`src/rtl/tlc_pkg.sv`:
```
package tlc_pkg;

   localparam int NUM_PH  = 4;
   localparam int PH_W    = $clog2(NUM_PH);
   localparam int LIGHT_W = 2;

   typedef enum logic [PH_W-1:0] {
      PH_AG = 2'd0,
      PH_AY = 2'd1,
      PH_BG = 2'd2,
      PH_BY = 2'd3
   } phase_t;

   typedef enum logic [LIGHT_W-1:0] {
      LT_GREEN  = 2'b00,
      LT_YELLOW = 2'b01,
      LT_RED    = 2'b10
   } light_t;

endpackage

```
`src/rtl/tlc_next_state.sv`:
```
module tlc_next_state
   import tlc_pkg::*;
(
   input  phase_t cur,
   input  logic   sense_a,
   input  logic   sense_b,
   output phase_t nxt
);

   always_comb begin
      nxt = cur;
      unique case (cur)
         PH_AG: nxt = sense_a ? PH_AG : PH_AY;
         PH_AY: nxt = PH_BG;
         PH_BG: nxt = sense_b ? PH_BG : PH_BY;
         PH_BY: nxt = PH_AG;
         default: nxt = PH_AG;
      endcase
   end

endmodule

```
`src/rtl/tlc_state_reg.sv`:
```
module tlc_state_reg
   import tlc_pkg::*;
#(
   parameter bit ONE_HOT = 1'b0
)(
   input  logic   clk,
   input  logic   rst,
   input  phase_t nxt,
   output phase_t cur
);

   generate
      if (ONE_HOT) begin : g_onehot
         localparam logic [NUM_PH-1:0] ONE = {{(NUM_PH-1){1'b0}}, 1'b1};
         logic [NUM_PH-1:0] hot_q;

         always_ff @(posedge clk) begin
            if (rst) hot_q <= ONE << PH_AG;
            else     hot_q <= ONE << nxt;
         end

         always_comb begin
            cur = PH_AG;
            for (int i = 0; i < NUM_PH; i++) begin
               if (hot_q[i]) cur = phase_t'(PH_W'(i));
            end
         end

         AST_ONEHOT_PHASE: assert property (@(posedge clk) disable iff (rst)
            $past(rst) || $onehot0(hot_q) && (hot_q != '0)) else $error("one-hot phase broken");
      end else begin : g_binary
         phase_t ph_q;

         always_ff @(posedge clk) begin
            if (rst) ph_q <= PH_AG;
            else     ph_q <= nxt;
         end

         assign cur = ph_q;
      end
   endgenerate

endmodule

```
`src/rtl/tlc_light_decode.sv`:
```
module tlc_light_decode
   import tlc_pkg::*;
(
   input  phase_t                cur,
   output logic [LIGHT_W-1:0]    light_a,
   output logic [LIGHT_W-1:0]    light_b
);

   always_comb begin
      light_a = LT_RED;
      light_b = LT_RED;
      unique case (cur)
         PH_AG: light_a = LT_GREEN;
         PH_AY: light_a = LT_YELLOW;
         PH_BG: light_b = LT_GREEN;
         PH_BY: light_b = LT_YELLOW;
         default: begin
            light_a = LT_RED;
            light_b = LT_RED;
         end
      endcase
   end

endmodule

```
`src/rtl/tlc_crossing.sv`:
```
module tlc_crossing
   import tlc_pkg::*;
#(
   parameter bit ONE_HOT = 1'b0
)(
   input  logic               clk,
   input  logic               rst,
   input  logic               sense_a,
   input  logic               sense_b,
   output logic [1:0]         light_a,
   output logic [1:0]         light_b
);

   phase_t ph_cur;
   phase_t ph_nxt;
   logic   rst_q;

   tlc_next_state u_next (
      .cur     (ph_cur),
      .sense_a (sense_a),
      .sense_b (sense_b),
      .nxt     (ph_nxt)
   );

   tlc_state_reg #(.ONE_HOT(ONE_HOT)) u_reg (
      .clk (clk),
      .rst (rst),
      .nxt (ph_nxt),
      .cur (ph_cur)
   );

   tlc_light_decode u_dec (
      .cur     (ph_cur),
      .light_a (light_a),
      .light_b (light_b)
   );

   always_ff @(posedge clk) rst_q <= rst;

   AST_RESET_A_GREEN: assert property (@(posedge clk) disable iff (rst)
      rst_q |-> (light_a == LT_GREEN && light_b == LT_RED)) else $error("reset state");
   AST_A_HOLD: assert property (@(posedge clk) disable iff (rst)
      (light_a == LT_GREEN && sense_a) |=> (light_a == LT_GREEN && light_b == LT_RED)) else $error("A hold");
   AST_A_TO_YELLOW: assert property (@(posedge clk) disable iff (rst)
      (light_a == LT_GREEN && !sense_a) |=> (light_a == LT_YELLOW && light_b == LT_RED)) else $error("A yellow");
   AST_A_YELLOW_ONE: assert property (@(posedge clk) disable iff (rst)
      (light_a == LT_YELLOW) |=> (light_a == LT_RED && light_b == LT_GREEN)) else $error("A yellow len");
   AST_B_HOLD: assert property (@(posedge clk) disable iff (rst)
      (light_b == LT_GREEN && sense_b) |=> (light_b == LT_GREEN && light_a == LT_RED)) else $error("B hold");
   AST_B_TO_YELLOW: assert property (@(posedge clk) disable iff (rst)
      (light_b == LT_GREEN && !sense_b) |=> (light_b == LT_YELLOW && light_a == LT_RED)) else $error("B yellow");
   AST_B_YELLOW_ONE: assert property (@(posedge clk) disable iff (rst)
      (light_b == LT_YELLOW) |=> (light_a == LT_GREEN && light_b == LT_RED)) else $error("B yellow len");
   AST_ONE_ROAD_MOVING: assert property (@(posedge clk) disable iff (rst)
      (light_a == LT_RED || light_b == LT_RED) && light_a != 2'b11 && light_b != 2'b11) else $error("conflict");

endmodule

```
`config.mk`:
```
export PLATFORM = sky130hd
export DESIGN_NAME = tlc_crossing
export DESIGN_NICKNAME = d
export VERILOG_FILES = /design/src/rtl/tlc_pkg.sv /design/src/rtl/tlc_next_state.sv /design/src/rtl/tlc_state_reg.sv /design/src/rtl/tlc_light_decode.sv /design/src/rtl/tlc_crossing.sv
export SDC_FILE = /design/constraint.sdc
export NUM_CORES = 1
export LEC_CHECK = 0
export ABC_CLOCK_PERIOD_IN_PS = 3200
export BUFFER_PORTS_ARGS = -buffer_cell sky130_fd_sc_hd__buf_2
export CAP_MARGIN = 20
export CELL_PAD_IN_SITES_DETAIL_PLACEMENT = 0
export CELL_PAD_IN_SITES_GLOBAL_PLACEMENT = 1
export CORE_AREA = 4 4 41 43
export CTS_CLUSTER_DIAMETER = 60
export DETAILED_ROUTE_END_ITERATION = 12
export DIE_AREA = 0 0 45 47
export PLACE_DENSITY = 0.46
export REMOVE_ABC_BUFFERS = 1
export SLEW_MARGIN = 20
export SYNTH_ARGS = -nofsm -noshare
export SYNTH_HDL_FRONTEND = slang
export SYNTH_SLANG_ARGS = --single-unit
```
`constraint.sdc`:
```
create_clock -name clk -period 3.2 [get_ports clk]
set_clock_uncertainty 0.2 [all_clocks]
set_input_delay 0 -clock clk [delete_from_list [all_inputs] [get_ports clk]]
set_output_delay 0 -clock clk [all_outputs]
set_load 0.005 [all_outputs]
```
==> summary.txt, run 1 <==
Route
  • ANT nets after route: 0
  • 1st-iter DRT viols: 2
  • 1st-pass router iterations: 2
  • Via/cell ratio: 3.12
  • Post-Route WL: 314 µm
  • Drt drc: 0
  • Routed WL per cell: 7.30 µm
  • Routed vias: 134

Logic synthesis
  • Seq/Total Area, Yosys: 27.6%
  • Ys Warns: 0
  • Distinct cell type count after synthesis: 8
  • Post-synthesis cell area: 145 µm²
  • Yosys reg bits: 2
  • Syn avg cell area: 9.68 µm²
  • Post-Synthesis Cells: 15

Floorplanning
  • # rows: 13
  • Io pins: 8
  • Total core area: 0.00130 mm²
  • Initial Utilization: 11.2%
  • DIE HEIGHT: 47 µm
  • Die X: 45 µm
  • Area of the die: 0.00212 mm²

Setup path
  • Setup Crit Path Kind: register to register
  • Worst R2R Path Depth: 5
  • WP data required: 3.16 ns
  • CP max FO: 4
  • CP arrival: 1.95 ns
  • Critical Path Sink Type: register
  • Nature of the critical path startpoint: register

Status
  • Status: completed

Power
  • VDD IR max: 0.000190 V
  • Pwr dens: 437 mW/mm²
  • Pwr Total: 0.110 mW
  • Leak pwr: 0.129 nW

Timing
  • Setup violators final: 0
  • Fin Setup TNS: 0 ns
  • RSZ-0062 raised after global routing: false
  • Crit share post-route: 62.1%
  • Post-layout min period: 1.99 ns
  • Max Slew Vio Count: 0
  • Final Hold Violating Endpoints: 0
  • Fmax: 0.503 GHz
  • Worst hold slack: 0.279 ns
  • Worst Max-Slew Pin Slew: 0.158 ns
  • Rel. slew slack: 89.5%

CTS
  • CTS Buf Count: 3
  • Clock transition at the registers of the reported paths: 0.03 ns
  • Clock Path Buffers: 2
  • Skew-Pair Late Insertion Delay: 0.22 ns
  • Root Driver: clkbuf_4
  • CTS tree: yes
  • Postcts setup bufs: 0
  • # clock sinks: 2
  • H-tree Lvls: 1

Placed design
  • # port buffers: 7
  • GP Congestion: 0.643
  • Placed cell area: 199 µm²
  • Dpl hpwl: 249 µm

Global routing
  • Vias in the first global route: 150
  • First-pass GRT wire length: 593 µm
  • GRT Total Usage: 4.65%
  • Initial antenna violation count: 0
  • GR Overflow Total: 0
  • Largest net degree at the start of global routing: 5

Layout
  • Max reg flops: 2
  • Fillers: 155
  • Design area: 251 µm²
  • Fin util: 19.3%
  • Nets: 39
  • Ant. Diodes: 0
  • Share of post-route cells with drive strength above 1: 35.7%
  • Area delta synth->final: 73.3%

Run
  • Max Cap Viol: 0

Min path
  • Hold Path Class: input port to register
  • Min-Delay Path Depth: 3
logic make-up (layout without fill, tap and decap cells):
| group | count (synthesis) | count (layout) | synth area share [%] |
|---|---|---|---|
| compound gates | 1 | 1 | 3.44 |
| fa+ha+maj | 5 | 5 | 43.1 |
| buf+inv | 2 | 15 | 5.17 |
| flops | 2 | 2 | 27.6 |
| simple gates | 5 | 5 | 20.7 |
synthesized netlist by cell type:
cell type / n / area [µm²]
ha_1: 5 / 62.6
or3b_1: 1 / 8.76
nor2_1: 2 / 7.51
a21oi_1: 1 / 5.00
nor2b_1: 1 / 6.26
or2b_1: 1 / 7.51
inv_1: 2 / 7.51
dfxtp_1: 2 / 40.0
per-stage QoR:
step | setup WS [ns] | instances
finish | 1.21 | 43
global route | 1.06 | 43
CTS | 1.23 | 43
detailed placement | 1.76 | 37
global placement | 1.81 | 37
floorplan | 1.85 | 15
timing repair:
item,4_1_cts,5_1_grt
hold endpoints to repair,2,0
hold buffers,3,0
gates resized for setup,0,0
report_power, final:
part           total (mW)  switching [mW]  internal [mW]
clock              0.0553          0.0140         0.0413
combinational      0.0244          0.0103         0.0142
sequential         0.0301         0.00241         0.0277
total               0.110          0.0267         0.0832
worst max-delay path, stage by stage, from the launching register on:
cell and delay, ns:
dfxtp_1 0.38, inv_1 0.08, ha_1 0.23, or3b_1 0.35
a21oi_1 0.14, dlygate4sd3_1 0.55
area by class of cell:
type	count	area [µm²]	share of cell area (%)
multi-input cells	11	97.6	38.8
inverters	2	7.51	2.99
repair buffers	10	65.1	25.9
clock buffers	3	22.5	8.96
flip-flops and latches	2	40.0	15.9
well taps	15	18.8	7.46
layer usage:
layer  up-vias  GRT usage (%)  share of wire [%]
met3         0           5.36                 17
li1         73              -                  -
met5         -              0                  0
met4         0           5.26                  0
met2         8           4.80                 30
met1        53           4.29                 53
layout by cell type, fill, tap and decap left out:
cell,Yosys,routed
buf_2,0,7
ha_1,5,5
clkbuf_4,0,3
dlygate4sd3_1,0,3
inv_1,2,2
nor2_1,2,2
dfxtp_1,2,2
nor2b_1,1,1
or2b_1,1,1
or3b_1,1,1
a21oi_1,1,1
path summary, 6_finish.rpt:
| kind | startpoint | endpoint | slack, ns |
|---|---|---|---|
| max | u_reg.cur[0] | u_reg.cur[0] | 1.21 |
| min | rst | u_reg.cur[1] | 0.28 |
| max reg2reg | u_reg.cur[0] | u_reg.cur[0] | 1.21 |
| min reg2reg | u_reg.cur[1] | u_reg.cur[1] | 0.48 |
Power figures use the tool's default switching activity.
==> inputs of run 2 (changes only) <==
- ABC_CLOCK_PERIOD_IN_PS: 3200 -> 1800
- PLACE_DENSITY: 0.46 -> 0.47
- clock period: 3.2 -> 1.8 ns (I/O delays scaled with it)
==> summary.txt, run 2 (synthesized netlist as in run 1, its figures left out) <==
Route
  • ANT nets after route: 0 (unchanged)
  • Routed WL per cell: 7.84 µm (+7.3%)
  • 1st-iter DRT viols: 0 (-2)
  • Post-Route WL: 337 µm (+7.3%)
  • Via/cell ratio: 3.26 (+4.5%)
  • Drt drc: 0 (unchanged)
  • Routed vias: 140 (+4.5%)
  • 1st-pass router iterations: 1 (-1)

Power
  • Switch share: 24.6% (+0.33 points)
  • Leak pwr: 0.127 nW (-1.4%)
  • VDD IR max: 0.000184 V (-3.3%)
  • Combinational share of power: 21.9% (-0.3 points)
  • Internal power: 0.147 mW (+77%)
  • Psw: 0.0480 mW (+80%)
  • Clock share of power: 50.5% (+0.2 points)
  • Part of the power in registers: 27.6% (+0.2 points)
  • Pwr dens: 776 mW/mm² (+78%)

Global routing
  • Initial antenna violation count: 0 (unchanged)
  • GRT Total Usage: 4.02% (-0.63 points)
  • Gr busiest metal: met4
  • Vias in the first global route: 144 (-4.0%)
  • First-pass GRT wire length: 517 µm (-13%)
  • Largest net degree at the start of global routing: 5 (unchanged)
  • GR Util met1: 2.93% (-1.4 points)
  • Grt met3 use: 1.53% (-3.8 points)
  • GR Overflow Total: 0 (unchanged)
  • M2 GR Usage: 6.21% (+1.4 points)

Status
  • Status: completed

Layout
  • Multi-input gate area in the final layout: 97.6 µm² (unchanged)
  • Fin util: 19.3% (unchanged)
  • Final Instance Count excl. Fillers: 43 (unchanged)
  • Commonest cells after routing, fill and taps aside: 7 x buf_2, 5 x ha_1, 3 x clkbuf_4, 3 x dlygate4sd3_1
  • Max reg flops: 2 (unchanged)
  • Design area: 251 µm² (unchanged)
  • Fillers: 156 (+0.65%)
  • Commonest non-fill, non-tap cell in the layout: buf_2
  • Area delta synth->final: 73.3% (unchanged)
  • Share of post-route cells with drive strength above 1: 35.7% (unchanged)
  • Nets: 39 (unchanged)
  • Ant. Diodes: 0 (unchanged)
  • FF+latch area: 40.0 µm² (unchanged)

Floorplanning
  • Die X: 45 µm (unchanged)
  • Initial Utilization: 11.2% (unchanged)
  • Io pins: 8 (unchanged)
  • # rows: 13 (unchanged)
  • DIE HEIGHT: 47 µm (unchanged)
  • Area of the die: 0.00212 mm² (unchanged)
  • Total core area: 0.00130 mm² (unchanged)

Setup path
  • Setup Crit Path Kind: register to register
  • CP Cell Sequence: inv_1 -> ha_1 -> or3b_1 -> a21oi_1
  • CP arrival: 1.42 ns (-0.53 ns)
  • CP max stage cell: dfxtp_1
  • CP max FO: 4 (unchanged)
  • Critical Path Sink Type: register
  • CP max stage delay: 0.39 ns (-0.16 ns)
  • Nature of the critical path startpoint: register
  • WP data required: 1.76 ns (-1.40 ns)

CTS
  • Clock Path Buffers: 2 (unchanged)
  • CTS Buf Count: 3 (unchanged)
  • Clock transition at the registers of the reported paths: 0.03 ns (about the same)
  • Root Driver: clkbuf_4
  • Skew-Pair Late Insertion Delay: 0.22 ns (about the same)
  • CTS-repair resized insts: 0 (unchanged)
  • # clock sinks: 2 (unchanged)
  • CTS tree: yes
  • H-tree Lvls: 1 (unchanged)

Min path
  • Hold Path Class: input port to register

Run
  • Max Cap Viol: 0 (unchanged)

Timing
  • Worst hold slack: 0.284 ns (+0.00487 ns)
  • Setup violators final: 0 (unchanged)
  • Post-layout min period: 1.47 ns (-0.519 ns)
  • Rel. slew slack: 89.0% (-0.50 points)
  • Crit share post-route: 81.6% (+19 points)
  • RSZ-0062 raised after global routing: false
  • Fmax: 0.681 GHz (+35%)
  • Max Slew Vio Count: 0 (unchanged)
  • Final Hold Violating Endpoints: 0 (unchanged)
  • Worst Max-Slew Pin Slew: 0.165 ns (+0.00752 ns)
  • Fin Setup TNS: 0 ns (unchanged)

Placed design
  • GP Congestion: 0.605 (-5.9%)
  • Placed cells: 37 (unchanged)
  • # port buffers: 7 (unchanged)
  • Placed cell area: 199 µm² (unchanged)
-- run 2: cell counts in the layout (fill, tap and decap cells not counted) --
Identical to the previous run, type by type.
-- run 2: worst max-delay path: cells and delay by family, from the launching register on --
family,cells,cell delay (ns)
buffers and inverters,1,0.08
DFF,1,0.39
adders and majority gates,1,0.24
and+or+nand+nor,1,0.35
AOI/OAI and AO/OA,1,0.14
-- run 2: what timing repair did --
action | CTS | global route
hold buffers | 3 | 0
setup buffers | 0 | 0
endpoints found under the hold margin | 2 | 0
-- run 2: layer usage --
layer / vias up / routed length, µm
li1: 73 / -
met1: 57 / 128
met2: 8 / 148
met3: 2 / 44
met4: 0 / 15
met5: - / 0
-- run 2: metrics by stage --
step	total power [mW]	setup WS, ns
3_5_place_dp	0.0927	0.344
4_1_cts	0.202	0.327
6_report	0.195	0.332
5_1_grt	0.208	0.289
2_1_floorplan	0.0749	0.451
3_3_place_gp	0.0919	0.378
-- run 2: power by group through the flow --
stage	logic, mW	clock network (mW)	registers (mW)
global placement	0.0378	0	0.0540
CTS	0.0436	0.104	0.0539
floorplan	0.0218	0	0.0531
finish	0.0427	0.0987	0.0539
global route	0.0488	0.105	0.0542
detailed placement	0.0382	0	0.0545
-- run 2: final cells by class --
type	instances	share of cell area [%]
well taps	15	7.46
clock buffers	3	8.96
repair buffers	10	25.9
inverters	2	2.99
multi-input cells	11	38.8
flip-flops and latches	2	15.9
-- run 2: path summary, 6_finish.rpt --
check                           cells past startpoint            to          from  slack, ns
worst max-delay path                                4  u_reg.cur[0]  u_reg.cur[0]       0.33
worst min-delay path                                3  u_reg.cur[0]           rst       0.28
worst max register to register                      4  u_reg.cur[0]  u_reg.cur[0]       0.33
worst min register to register                      3  u_reg.cur[1]  u_reg.cur[1]       0.48
